===== src/rtl/pc_steer.sv =====
module pc_steer #(
  parameter logic [31:0] START_PC = 32'h0040_0000
) (
  input  logic        clk,
  input  logic        rst_n,
  input  logic        hold,
  input  logic [31:0] instr,
  input  logic [31:0] rs_val,
  input  logic [31:0] rt_val,
  output logic [31:0] pc,
  output logic [31:0] next_pc,
  output logic        link_we,
  output logic [4:0]  link_addr,
  output logic [31:0] link_data
);
  localparam logic [5:0] OP_SPECIAL = 6'd0;
  localparam logic [5:0] OP_JUMP    = 6'd2;
  localparam logic [5:0] OP_JLINK   = 6'd3;
  localparam logic [5:0] OP_BREQ    = 6'd4;
  localparam logic [5:0] OP_BRNE    = 6'd5;
  localparam logic [5:0] FN_JREG    = 6'd8;
  localparam logic [4:0] LINK_REG   = 5'd31;

  logic [5:0]  opcode, funct;
  logic [31:0] seq_pc, br_pc, jmp_pc, flow_pc;
  logic        same;

  assign opcode = instr[31:26];
  assign funct  = instr[5:0];
  assign same   = (rs_val == rt_val);
  assign seq_pc = pc + 32'd4;
  assign br_pc  = seq_pc + {{14{instr[15]}}, instr[15:0], 2'b00};
  assign jmp_pc = {pc[31:28], instr[25:0], 2'b00};

  always_comb begin
    flow_pc = seq_pc;
    unique case (opcode)
      OP_SPECIAL: if (funct == FN_JREG) flow_pc = rs_val;
      OP_JUMP,
      OP_JLINK:   flow_pc = jmp_pc;
      OP_BREQ:    if (same)  flow_pc = br_pc;
      OP_BRNE:    if (!same) flow_pc = br_pc;
      default:    flow_pc = seq_pc;
    endcase
  end

  assign next_pc   = hold ? pc : flow_pc;
  assign link_we   = !hold && (opcode == OP_JLINK);
  assign link_addr = LINK_REG;
  assign link_data = seq_pc;

  always_ff @(posedge clk or negedge rst_n) begin
    if (!rst_n) pc <= START_PC;
    else        pc <= next_pc;
  end
endmodule


===== config.mk =====
export PLATFORM = sky130hd
export DESIGN_NAME = pc_steer
export DESIGN_NICKNAME = d
export VERILOG_FILES = /design/src/rtl/pc_steer.sv
export SDC_FILE = /design/constraint.sdc
export NUM_CORES = 1
export LEC_CHECK = 0
export BUFFER_PORTS_ARGS = -buffer_cell sky130_fd_sc_hd__buf_4
export CORE_UTILIZATION = 30
export CTS_CLUSTER_DIAMETER = 50
export CTS_CLUSTER_SIZE = 8
export DETAILED_ROUTE_END_ITERATION = 10
export PLACE_DENSITY_LB_ADDON = 0.12
export SKIP_LAST_GASP = 1
export SYNTH_ARGS = -nofsm -noshare
export SYNTH_HDL_FRONTEND = slang
export SYNTH_SLANG_ARGS = --single-unit
export TNS_END_PERCENT = 20

===== constraint.sdc =====
create_clock -name clk -period 12.3 [get_ports clk]
set_input_delay 2.46 -clock clk [delete_from_list [all_inputs] [get_ports clk]]
set_output_delay 2.46 -clock clk [all_outputs]
set_load 0.005 [all_outputs]

== Word-level counts from Yosys, hierarchy flattened ==
Cells that the tools add are included.
Storage, ports and cells
  register bits after elaboration: 32
  latch bits: 0
  memory bits (writable): 0
  bits in read-only memories: 0
  output and inout bits: 102
  logic and storage cells: 18
  memories: 0
Cells by class
  add/subtract/negate cells: 2
  multiply operators: 0
  div/mod/pow operators: 0
  magnitude comparators: 0
  equal/unequal tests: 6
  shift-type cells: 0
  muxes and demuxes: 5
  bitwise logic cells: 0
  reduce and logical (&&, ||, !) cells: 4
Operators by type and width (count)
  $mux W32: 4
  $pmux W32 S4: 1
  $add A32 B3 Y32 const B: 1
  $add A32 B32 Y32: 1
  $eq A32 B32 Y1: 1
  $eq A6 B2 Y1 const B: 2
  $eq A6 B3 Y1 const B: 2
  $eq A6 B4 Y1 const B: 1
  $logic_not A6 Y1: 1
  $reduce_or A2 Y1: 1
  $logic_and A1 B1 Y1: 1
  $logic_not A1 Y1: 1

== Depth between registers and ports, before layout ==
  word-level depth: 5
  depth in mapped cells: 18

== Worst setup path before layout ==
OpenSTA, ideal clock, no wires.
  path type: input to output
  start point: in instr[4]
  end point: out next_pc[31]
  arrival time: 4.724 ns
  data required time: 9.840 ns
  setup slack: 5.116 ns
  stages on the path: 10
  path buffers: 0
  cell sequence: ha_1 -> a21o_1 -> a31oi_2 -> nand4_1 -> a2111o_1 -> a41oi_2 -> nor4_2 -> o31a_1 -> nor4_2 -> a211o_1
Between the ends
  cells in the longest elaborated chain, start to end: 4
  elaborated cells between the ends (all ways): 7
  classes of those cells: 1 x add/sub; 1 x eq/ne; 5 x mux
RTL lines
  start: declaration: RTL line 7  | input logic [31:0] instr,
  $add A32 B32 Y32 or $eq A6 B4 Y1 (tied branches): RTL line 32, 38
  $mux W32 (on tied branches): RTL line 42, 38, 41
  $pmux W32 S4 (*): RTL line 37  | unique case (opcode)
  $mux W32 (*): RTL line 47  | assign next_pc = hold ? pc : flow_pc;
  end: declaration: RTL line 11  | output logic [31:0] next_pc,
Mark *: on every way between the ends. The rest lies on a longest branch, timed or not.

== Worst setup path after layout ==
  start point: in rt_val[2]
  end point: out next_pc[31]
Between the ends
  cells in the longest elaborated chain, start to end: 4
  elaborated cells between the ends (all ways): 5
  classes of those cells: 1 x eq/ne; 4 x mux
RTL lines
  start: declaration: RTL line 9  | input logic [31:0] rt_val,
  $eq A32 B32 Y1 (*): RTL line 30  | assign same = (rs_val == rt_val);
  $mux W32 (on tied branches): RTL line 42, 41
  $pmux W32 S4 (*): RTL line 37
  $mux W32 (*): RTL line 47
Marked as above.

==> key figures <==
Global route
  • Total overflow reported by the global router: 0
  • GR Util All Layers: 0.2461
  • Vias in the first global route: 5351
  • Global-route wire length before repair: 30770 um
  • Met2 layer usage reported by global route: 0.4108
  • Largest net degree at the start of global routing: 45
  • Met1 GRT Util: 0.3314
  • Met3 track demand over resource in global routing: 0.03559
  • Busiest grt layer: met2
  • Antenna violations before repair: 0

Timing
  • Total negative setup slack: 0 ps
  • Tightest Pin Transition: 998.0 ps
  • Max-slew violation count: 0
  • Post-route clock skew: 3.309 ps
  • Maximum clock rate: 123.2 MHz
  • Unrepaired setup endpoints after global routing: no
  • Final period utilization: 0.6599
  • Final number of hold-violating endpoints: 0
  • Final setup vio count: 0
  • Min Tclk post-route: 8117 ps
  • Relative slew slack: 0.3347
  • Min setup slack post-route: 4183 ps

Pwr
  • Worst VDD drop: 53.90 uV
  • P_sw: 0.4270 mW
  • Clock power frac: 0.141
  • Static Leak: 2.944 nW
  • Switching part of the total power: 0.4537
  • Share of power burned in registers: 0.183
  • Cell internal power dissipation: 0.5141 mW
  • Part of the power in combinational logic: 0.676
  • Power Dens Cells: 146.5 nW/um^2

Place
  • Post-Place Cell Area: 6276 um^2
  • Post-placement worst setup slack: 4202 ps
  • IO Port Bufs: 195
  • Placer's final routability congestion estimate: 0.9950
  • Detailed placer's ending HPWL: 15840 um
  • Number of placed instances with taps included: 948

Finish
  • Combined area of the multi-input logic cells: 3674 um^2
  • Register bank with the most flops: pc
  • Relative area change from synthesis to final layout: 37.06%
  • Area occupied by registers: 802.0 um^2
  • Antenna Cells: 0
  • Post-Layout Inst Area: 6422 um^2
  • Final net count: 901
  • Layout cell share with drive strength beyond 1: 0.2891
  • Largest registers ranked by flip-flop count: pc (32)
  • Number of flip-flops under the largest register name: 32
  • Fill cell total of the finished layout: 1579
  • Final non-filler cell total: 956

Synthesis
  • Avg Cell Area, Syn: 7.955 um^2
  • Share of synthesized registers carrying an async set or reset: 1.000
  • Mapped Area: 4686 um^2
  • EDFF count, synth: 0
  • Synthesized instance count: 589
  • Main area contributors after synthesis: dfrtp_1 (17%), ha_1 (9.1%), xor2_1 (8.8%)
  • Count of state elements after synthesis: 32
  • Area share of the largest cell type after synthesis: 0.1656
  • Most used DFF post-synth: dfrtp_1
  • Share of the yosys chip area belonging to registers: 0.1712
  • Total number of yosys warnings: 0
  • Synth top cells by count: nand2_1 (50), a21oi_1 (47), xor2_1 (47)
  • Most common cell in the synthesized netlist: nand2_1
  • Distinct cells, synth: 77
  • Leading area contributor after synthesis: dfrtp_1

Critical path
  • Critical path capture point type: output pin
  • CP Data Arrival Time: 5660 ps
  • Maximum fanout count along the critical path: 27
  • Setup Crit Path Kind: primary input to output pin
  • Required time of the critical path: 9840 ps
  • Number of cell instances on the worst register-to-register path: 15
  • Sort of element at the start of the critical path: primary input

Clocking
  • PostCTS Resize Cnt: 0
  • CTS tree: done
  • Maximum clock insertion buffer count: 2
  • Clock tree sinks: 32
  • Worst-path clk slew: 60 ps
  • Worst-Skew Late Latency: 290 ps
  • Root Driver: clkbuf_16
  • Num CTS Buffers: 5
  • Number of buffers inserted by post-CTS setup repair: 0
  • Max H-tree Level: 2
  • Hold bufs inserted after CTS: 0

Routing
  • Routed wire length per instance: 20.93 um
  • Starting DRT DRC Count: 466
  • Total number of vias: 5461
  • Detailed-routing iteration count for the pre-antenna-repair pass: 5
  • Total Wirelength: 20010 um
  • Number of remaining DRC errors: 0
  • Ratio of routed vias to standard cells: 5.712
  • DRT antenna net count: 0

Floorplan
  • Initial core utilization: 0.3082
  • Placement row count: 45
  • Core area: 15200 um^2
  • Die footprint: 16120 um^2
  • Die boundary height: 127.0 um
  • Die width: 127.0 um
  • Ports placed on the boundary: 201

Flow run
  • Max cap viols: 0

Hold path
  • Classification of the worst-slack hold path: flop to flop
  • Hold Path Depth: 1

Outcome
  • Result of the run: finished, final reports clean
==> critical path, stage by stage <==
cell and delay (ps):
buf_4 110, xor2_1 180, nor4_1 450, nand4_1 220, or4_4 490, a21boi_4 720, nand2_2 400, nor4_2 350
a211o_1 150, buf_4 110
==> final timing paths <==
kind                            from          end  slack, ps
max                        rt_val[2]  next_pc[31]       4180
min                            pc[0]        pc[0]        560
max reg2reg                    pc[3]       pc[31]       7070
min reg2reg                    pc[0]        pc[0]        560
max in group asynchronous      rst_n       pc[22]       9810
min in group asynchronous      rst_n       pc[13]       2130
==> power by group through the flow <==
stage	combinational, mW	clock, mW	sequential [mW]
floorplan	0.379	0	0.164
CTS	0.634	0.136	0.172
global placement	0.625	0	0.173
finish	0.636	0.133	0.172
global route	0.694	0.140	0.177
detailed placement	0.630	0	0.173
==> cells in the final DEF, fill, tap and decap left out, drive strengths merged, types with 22 or more instances in the layout <==
cell,n
buf,197
nand2,51
xor2,48
a21oi,47
nor2,41
xnor2,36
ha,34
dfrtp,31
o21ai,24
inv,22
==> final cells by class <==
class,count,area share
clock buffer,8,0.02279
sequential,32,0.1249
inverter,23,0.01344
tap,188,0.03663
timing repair buffer,197,0.2303
multi-input combinational,508,0.5720
==> stage by stage <==
stage / util / power, mW / hold slack, ps
finish: 0.4225 / 0.9411 / 564.1
global route: 0.4225 / 1.011 / 583.1
CTS: 0.4225 / 0.9421 / 570.9
detailed placement: 0.4128 / 0.8030 / 554.6
global placement: 0.4128 / 0.7976 / 542.6
floorplan: - / 0.5431 / 558.1
==> logic make-up after synthesis <==
group           share of synthesized area
flops                              0.1712
other cells                     0.0008003
fa+ha+maj                         0.09506
compound gates                     0.2956
buf+inv                           0.04940
mux                              0.008812
xor+xnor                           0.1610
simple gates                       0.2182
==> layer usage <==
| layer | vias to the layer above | routed length (um) |
|---|---|---|
| met3 | 24 | 1190 |
| li1 | 2586 | - |
| met2 | 215 | 9441 |
| met5 | - | 0 |
| met1 | 2636 | 9015 |
| met4 | 0 | 358 |
No activity file was read; power rests on OpenSTA's default activity.
